==> src/rtl/tme_pkg.sv <==
package tme_pkg;
  localparam int TME_CODE_W = 5;
  localparam int TME_CHAINS = 5;
  localparam logic [TME_CODE_W-1:0] TME_CODE_NONE = 5'b00000;
  localparam logic [TME_CODE_W-1:0] TME_CODE_ALL  = 5'b11111;
  localparam logic [TME_CODE_W-1:0] TME_CODE_TRI  = 5'b01001;

  typedef enum logic [0:0] {SEQ_IDLE = 1'b0, SEQ_ARMED = 1'b1} seq_state_e;

  typedef struct packed {
    logic                  tri_req;
    logic                  all_req;
    logic [TME_CHAINS-1:0] chains;
  } mode_ctl_t;
endpackage

==> src/rtl/tme_pin_sync.sv <==
module tme_pin_sync #(
  parameter int STAGES = 2
) (
  input  logic clk,
  input  logic rst_n,
  input  logic pin_n,
  output logic rise
);
  localparam int LAST = STAGES - 1;

  logic [LAST:0] chain_q;
  logic          prev_q;

  // Idle level of the pin is high; reset to it so no false edge appears.
  always_ff @(posedge clk or negedge rst_n) begin
    if (!rst_n) begin
      chain_q <= '1;
      prev_q  <= 1'b1;
    end else begin
      chain_q <= {chain_q[LAST-1:0], pin_n};
      prev_q  <= chain_q[LAST];
    end
  end

  assign rise = chain_q[LAST] & ~prev_q;
endmodule

==> src/rtl/tme_sequencer.sv <==
module tme_sequencer
  import tme_pkg::*;
(
  input  logic                  clk,
  input  logic                  rst_n,
  input  logic                  clear,
  input  logic                  rise,
  input  logic [TME_CODE_W-1:0] code_in,
  output logic                  apply,
  output logic [TME_CODE_W-1:0] apply_code,
  output logic                  armed
);
  seq_state_e            state_q, state_d;
  logic [TME_CODE_W-1:0] cap_q;

  always_comb begin
    state_d = state_q;
    if (clear) begin
      state_d = SEQ_IDLE;
    end else if (rise) begin
      state_d = (state_q == SEQ_IDLE) ? SEQ_ARMED : SEQ_IDLE;
    end
  end

  always_ff @(posedge clk or negedge rst_n) begin
    if (!rst_n) begin
      state_q <= SEQ_IDLE;
      cap_q   <= TME_CODE_NONE;
    end else begin
      state_q <= state_d;
      if (!clear && rise && state_q == SEQ_IDLE) begin
        cap_q <= code_in;
      end
    end
  end

  assign apply      = rise & ~clear & (state_q == SEQ_ARMED);
  assign apply_code = cap_q;
  assign armed      = (state_q == SEQ_ARMED);
endmodule

==> src/rtl/tme_decode.sv <==
module tme_decode
  import tme_pkg::*;
(
  input  logic                  clk,
  input  logic                  rst_n,
  input  logic                  clear,
  input  logic                  apply,
  input  logic [TME_CODE_W-1:0] code,
  output mode_ctl_t             ctl
);
  logic [TME_CHAINS-1:0] hit;
  mode_ctl_t             dec;

  for (genvar g = 0; g < TME_CHAINS; g++) begin : g_chain
    assign hit[g] = (code == TME_CODE_W'(g + 1));
  end

  always_comb begin
    dec = '0;
    if (code == TME_CODE_ALL) begin
      dec.all_req = 1'b1;
      dec.chains  = '1;
    end else if (code == TME_CODE_TRI) begin
      dec.tri_req = 1'b1;
    end else begin
      dec.chains = hit;
    end
  end

  always_ff @(posedge clk or negedge rst_n) begin
    if (!rst_n) begin
      ctl <= '0;
    end else if (clear) begin
      ctl <= '0;
    end else if (apply) begin
      ctl <= dec;
    end
  end
endmodule

==> src/rtl/tmode_entry_ctrl.sv <==
module tmode_entry_ctrl
  import tme_pkg::*;
#(
  parameter int SYNC_STAGES = 2
) (
  input  logic                  clk,
  input  logic                  rst_n,
  input  logic                  pwr_ok,
  input  logic                  test_n,
  input  logic [TME_CODE_W-1:0] irq_code,
  output logic [TME_CHAINS-1:0] chain_en,
  output logic                  all_chains,
  output logic                  tristate_all
);
  logic                  rise_w;
  logic                  apply_w;
  logic                  armed_w;
  logic                  clear_w;
  logic [TME_CODE_W-1:0] code_w;
  mode_ctl_t             ctl_w;

  assign clear_w = ~pwr_ok;

  tme_pin_sync #(.STAGES(SYNC_STAGES)) u_sync (
    .clk  (clk),
    .rst_n(rst_n),
    .pin_n(test_n),
    .rise (rise_w)
  );

  tme_sequencer u_seq (
    .clk       (clk),
    .rst_n     (rst_n),
    .clear     (clear_w),
    .rise      (rise_w),
    .code_in   (irq_code),
    .apply     (apply_w),
    .apply_code(code_w),
    .armed     (armed_w)
  );

  tme_decode u_dec (
    .clk  (clk),
    .rst_n(rst_n),
    .clear(clear_w),
    .apply(apply_w),
    .code (code_w),
    .ctl  (ctl_w)
  );

  assign chain_en     = ctl_w.chains;
  assign all_chains   = ctl_w.all_req;
  assign tristate_all = ctl_w.tri_req;
endmodule

==> config.mk <==
export PLATFORM = sky130hd
export DESIGN_NAME = tmode_entry_ctrl
export DESIGN_NICKNAME = d
export VERILOG_FILES = /design/src/rtl/tme_pkg.sv /design/src/rtl/tme_pin_sync.sv /design/src/rtl/tme_sequencer.sv /design/src/rtl/tme_decode.sv /design/src/rtl/tmode_entry_ctrl.sv
export SDC_FILE = /design/constraint.sdc
export NUM_CORES = 1
export LEC_CHECK = 0
export BUFFER_PORTS_ARGS = -buffer_cell sky130_fd_sc_hd__buf_4
export CAP_MARGIN = 5
export CORE_AREA = 2 2 39 41
export CTS_CLUSTER_SIZE = 12
export DETAILED_ROUTE_END_ITERATION = 6
export DIE_AREA = 0 0 41 43
export GPL_TIMING_DRIVEN = 0
export PLACE_DENSITY = 0.87
export SYNTH_ARGS = -nofsm -noshare
export SYNTH_HDL_FRONTEND = slang
export SYNTH_HIERARCHICAL = 1
export SYNTH_SLANG_ARGS = --single-unit
==> constraint.sdc <==
create_clock -name clk -period 3.8 [get_ports clk]
set_input_delay 0.38 -clock clk [delete_from_list [all_inputs] [get_ports clk]]
set_output_delay 0.38 -clock clk [all_outputs]
set_load 0.02 [all_outputs]
**Word level (Yosys, flattened, before mapping)**

Index checks and enable logic that the tools add are counted.

- Bits in registers: 16
- Input port bits: 9
- Word-level logic and storage cells: 33

- Equality and inequality tests: 9
- Mux-type cells: 10
- Bitwise operators: 5
- Reduce and logical (&&, ||, !) cells: 2

Operators with widths:

| cell | number |
|---|---|
| 7-bit 2-to-1 mux | 2 |
| 5-bit by 2-bit == test with 1-bit output (second input constant) | 2 |
| 5-bit by 3-bit == test with 1-bit output (second input constant) | 2 |
| 5-bit 2-to-1 mux | 2 |
| 1-bit 2-to-1 mux | 6 |
| 5-bit by 1-bit == test with 1-bit output (second input constant) | 1 |
| 5-bit by 4-bit == test with 1-bit output (second input constant) | 1 |
| 5-bit == test (second input constant) | 1 |
| 2-bit by 1-bit inequality test with 1-bit output (second input constant) | 2 |
| 1-bit AND | 3 |
| 1-bit logical AND | 2 |
| 1-bit NOT | 2 |

**Depth between registers and ports, before layout**

- Depth in word-level cells: 6
- Gate-level depth with buffers: 5

**By module**

The synthesis kept the hierarchy.

By module, submodules not included:

| module | times used | cells an instance | area each (um2) | seq. area each (um2) |
|---|---|---|---|---|
| tme_decode | 1 | 27 | 336.6 | 175.2 |
| tme_sequencer | 1 | 15 | 247.7 | 150.1 |
| tme_pin_sync | 1 | 4 | 92.6 | 78.8 |
| tmode_entry_ctrl | 1 | 1 | 3.8 | 0.0 |

**Worst setup path before layout**

OpenSTA, ideal clock, no wires.

- Path kind: flip-flop to flip-flop
- From: reg u_sync.chain_q[1]
- To: reg u_dec/ctl[3] (netlist name)
- Setup time: 0.066 ns
- Arrival time: 1.702 ns
- Required time: 3.734 ns
- Setup slack: 2.032 ns
- Cell stages (with the launch flop): 6
- Path buffers: 0
- Clock period less this slack: 1.768 ns
- Path through: dfstp_2 -> nor2b_4 -> and3b_2 -> or4b_4 -> nor3b_2 -> a221o_1

- Cells in the longest elaborated chain, start to end: 4

RTL lines:

| what | line | text |
|---|---|---|
| start: declaration | tme_pin_sync.sv:11 | `logic [LAST:0] chain_q;` |
| start signal: assignment | tme_pin_sync.sv:20 | `chain_q <= {chain_q[LAST-1:0], pin_n};` |
| 1-bit AND | tme_pin_sync.sv:25 | `assign rise = chain_q[LAST] & ~prev_q;` |
| net rise_w | tmode_entry_ctrl.sv:15 | `logic rise_w;` |
| 1-bit AND (2 in a row) | tme_sequencer.sv:37 | `assign apply = rise & ~clear & (state_q == SEQ_ARMED);` |
| net apply_w | tmode_entry_ctrl.sv:16 | `logic apply_w;` |
| 2-bit by 1-bit inequality test with 1-bit output (no line) | n/a |  |
| end signal: assignment | tme_decode.sv:32 | `ctl <= '0;` |
| end signal: assignment | tme_decode.sv:34 | `ctl <= '0;` |
| end signal: assignment | tme_decode.sv:36 | `ctl <= dec;` |
| end: declaration | tme_decode.sv:9 | `output mode_ctl_t ctl` |

The timed path passes the listed nets, and every way through them passes these cells.
A chain may end at the register's enable or synchronous reset.

**Worst setup path after layout**

- From: reg u_sync.chain_q[1]
- To: reg u_dec/ctl[4] (netlist name)

Same word-level chain as after synthesis.

==> impl_metrics.tcl <==
set metrics [dict create \
    cts_resized 0 \
    grt_max_degree 17 \
    dieArea_sq_um 1760 \
    crit_start "u_sync/chain_q[1]" \
    via_per_inst 5.61 \
    outcome "finished, final reports clean" \
    rr_worst_depth 5 \
    maxCapViolCount 0 \
    max_freq_mhz 527 \
    initial_core_util_pct 49.2 \
    max_stage_delay_ns 0.54 \
    worst_slew_pin_slew_ns 0.476 \
    cp_cell_sequence "nor2b_4, and3b_2, or4b_4, nor3b_2, a221o_1" \
    synth.distinct_cells 21 \
    io_buffers 15 \
    clk_latency_ns 0.28 \
    grt_usage_pct 17.0 \
    synthCells 47 \
    syn_area_sq_um 681 \
    clock_tree.root_cell "clkbuf_4" \
    final_layout_size_suffix_gt1_share_pct 50.7 \
    mostFrequentLayoutCell "buf_4" \
    postCtsSetupRepairBufs 0 \
    placed_area_sq_um 813 \
    cts_made_buffers 3 \
    rsz0062_at_grt "no" \
    worst_path_max_delay_cell "dfstp_2" \
    grt_pass1_wl_um 2000 \
    antenna_cells 0 \
    ios 16 \
    ys_warn_count 6 \
    leakage_nw 0.404 \
    arrival_ns 2.12 \
    cellPowerDensity_nw_per_um2 411 \
    wl_per_cell_um 14.1 \
    reg2reg_from "u_sync/chain_q[1]" \
    required_ns 4.02 \
    grt_pass1_vias 461 \
    dp_hpwl_um 841 \
    cp-start-kind "flip-flop" \
    total_power_mw 0.353 \
    worstSetupPathType "flip-flop to flip-flop" \
    drc 0 \
    fin_area_sq_um 860 \
    clk_pin_slew_ns 0.09 \
    synth-seq-cells 16 \
    min_period_over_period_pct 49.9 \
    tns_ns 0 \
    gp_congestion 0.748 \
    path_buf_inv 0 \
    finClkSkew_ns 0.00255 \
    antenna_found_initial 0 \
    cp-end-kind "flip-flop" \
    crit_family "simple AND/OR/NAND/NOR gates" \
    hold_path_class "primary input to flip-flop" \
    period_needed_ns 1.90 \
    core_sq_um 1380 \
    synth_compound_gate_area_share_pct 8.46 \
    synth_top_area_cell "dfrtp_1" \
    synth.top_cell.area_share_pct 47.8 \
    globalRouteOverflowTotal 0 \
    drtPass1Iterations 4 \
    crit_cells 5 \
    synth-simple-area-share_pct 21.5 \
    final_antenna_net_count 0 \
    die_w_um 41 \
    vias 466 \
    synth_mux_area_share_pct 8.27 \
    slew_headroom_pct 67.8 \
    die_h_um 43 \
    routed_wl_um 1170 \
    clk_path_buf_depth 2 \
    cts_tree "built" \
    final_cell_mix "buf_4, dfrtp_1, mux2_2" \
    synth_top_family_by_area "simple AND/OR/NAND/NOR gates" \
    drt_iter0_drc 11 \
    synthTopCellsByArea "dfrtp_1, dfstp_2, mux2_2" \
    min_from "test_n" \
    hold_path_depth 1 \
    finalNetCount 77 \
    yosys.area_share.xor_xnor_pct 1.29 \
    clock-sinks 16 \
    syn_to_final_growth_pct 26.3 \
    report.final.setup_viol 0 \
    cts.htree.levels 1 \
    postCtsHoldBufs 1 \
    syn-num-nets 56 \
    ys_seq_area_share_pct 59.4 \
    crit_fanout 7 \
    vdd_ir_drop_max_uv 236 \
    slew_viol_final 0 \
    row_count 14 \
    synth.avg_cell_area_sq_um 14.5 \
    finalHoldViolCount 0 \
    synth_fa_ha_area_share_pct 0 \
]
Yosys cell counts, drive strengths merged:
library cell	count
nand3b	1
mux2	5
dfstp	3
dfrtp	13
a21o	1
nand4	1
a32o	1
nor4b	1
xnor2	1
and3b	1
or4b	1
a221o	4
and3	1
nor2b	2
nor4	1
inv	2
nor3b	4
nor2	4
final timing paths:
kind / end / slack (ns)
hold / removal: u_sync/chain_q[0] / 0.21
setup reg to reg: u_dec/ctl[4] / 1.90
setup / recovery: u_dec/ctl[4] / 1.90
min in group asynchronous: u_seq/armed / 0.48
max in group asynchronous: u_sync/prev_q / 3.07
hold reg to reg: u_sync/chain_q[1] / 0.37
flip-flops by register name (all words and copies together) (netlist names):
| signal | count |
|---|---|
| u_dec/ctl | 7 |
| u_seq/apply_code | 5 |
| u_seq/armed | 1 |
| u_sync/chain_q | 2 |
| u_sync/prev_q | 1 |
power by group:
part,total (mW),switching (mW),internal (mW)
Combinational,0.0390,0.0150,0.0240
Clock,0.108,0.0494,0.0582
Sequential,0.207,0.0201,0.187
Total,0.353,0.0845,0.269
stage by stage:
step / setup WS, ns / hold WS (ns) / cells / util [%]
global route: 1.79 / 0.178 / 83 / 62.1
finish: 1.90 / 0.206 / 83 / 62.1
CTS: 1.90 / 0.198 / 83 / 62.1
global placement: 1.95 / 0.242 / 78 / 58.8
detailed placement: 1.94 / 0.247 / 78 / 58.8
floorplan: 2.03 / 0.0844 / 47 / -
per-layer routing:
layer | share of wire (%) | up-vias | GRT usage [%]
li1 | - | 216 | -
met1 | 45 | 236 | 22.9
met2 | 51 | 14 | 25.0
met3 | 4.4 | 0 | 2.09
met4 | 0 | 0 | 10.0
met5 | 0 | - | 0
worst register-to-register path, delay by kind of cell (launching register included):
family,cells,cell delay [ns]
AOI/OAI and AO/OA,1,0.17
and+or+nand+nor,4,1.13
DFF,1,0.54
final cells by class:
class | count | area, sq um
clock buffers | 4 | 36.3
repair buffers | 16 | 123
multi-input cells | 29 | 269
fillers | 116 | 524
well taps | 16 | 20.0
flip-flops and latches | 16 | 404
inverters | 2 | 7.51
kinds of logic after synthesis:
logic type      after synthesis
buf+inv                       2
flops                        16
mux                           5
simple gates                 17
xor+xnor                      1
compound gates                6
(Power assumes the default switching activity.)
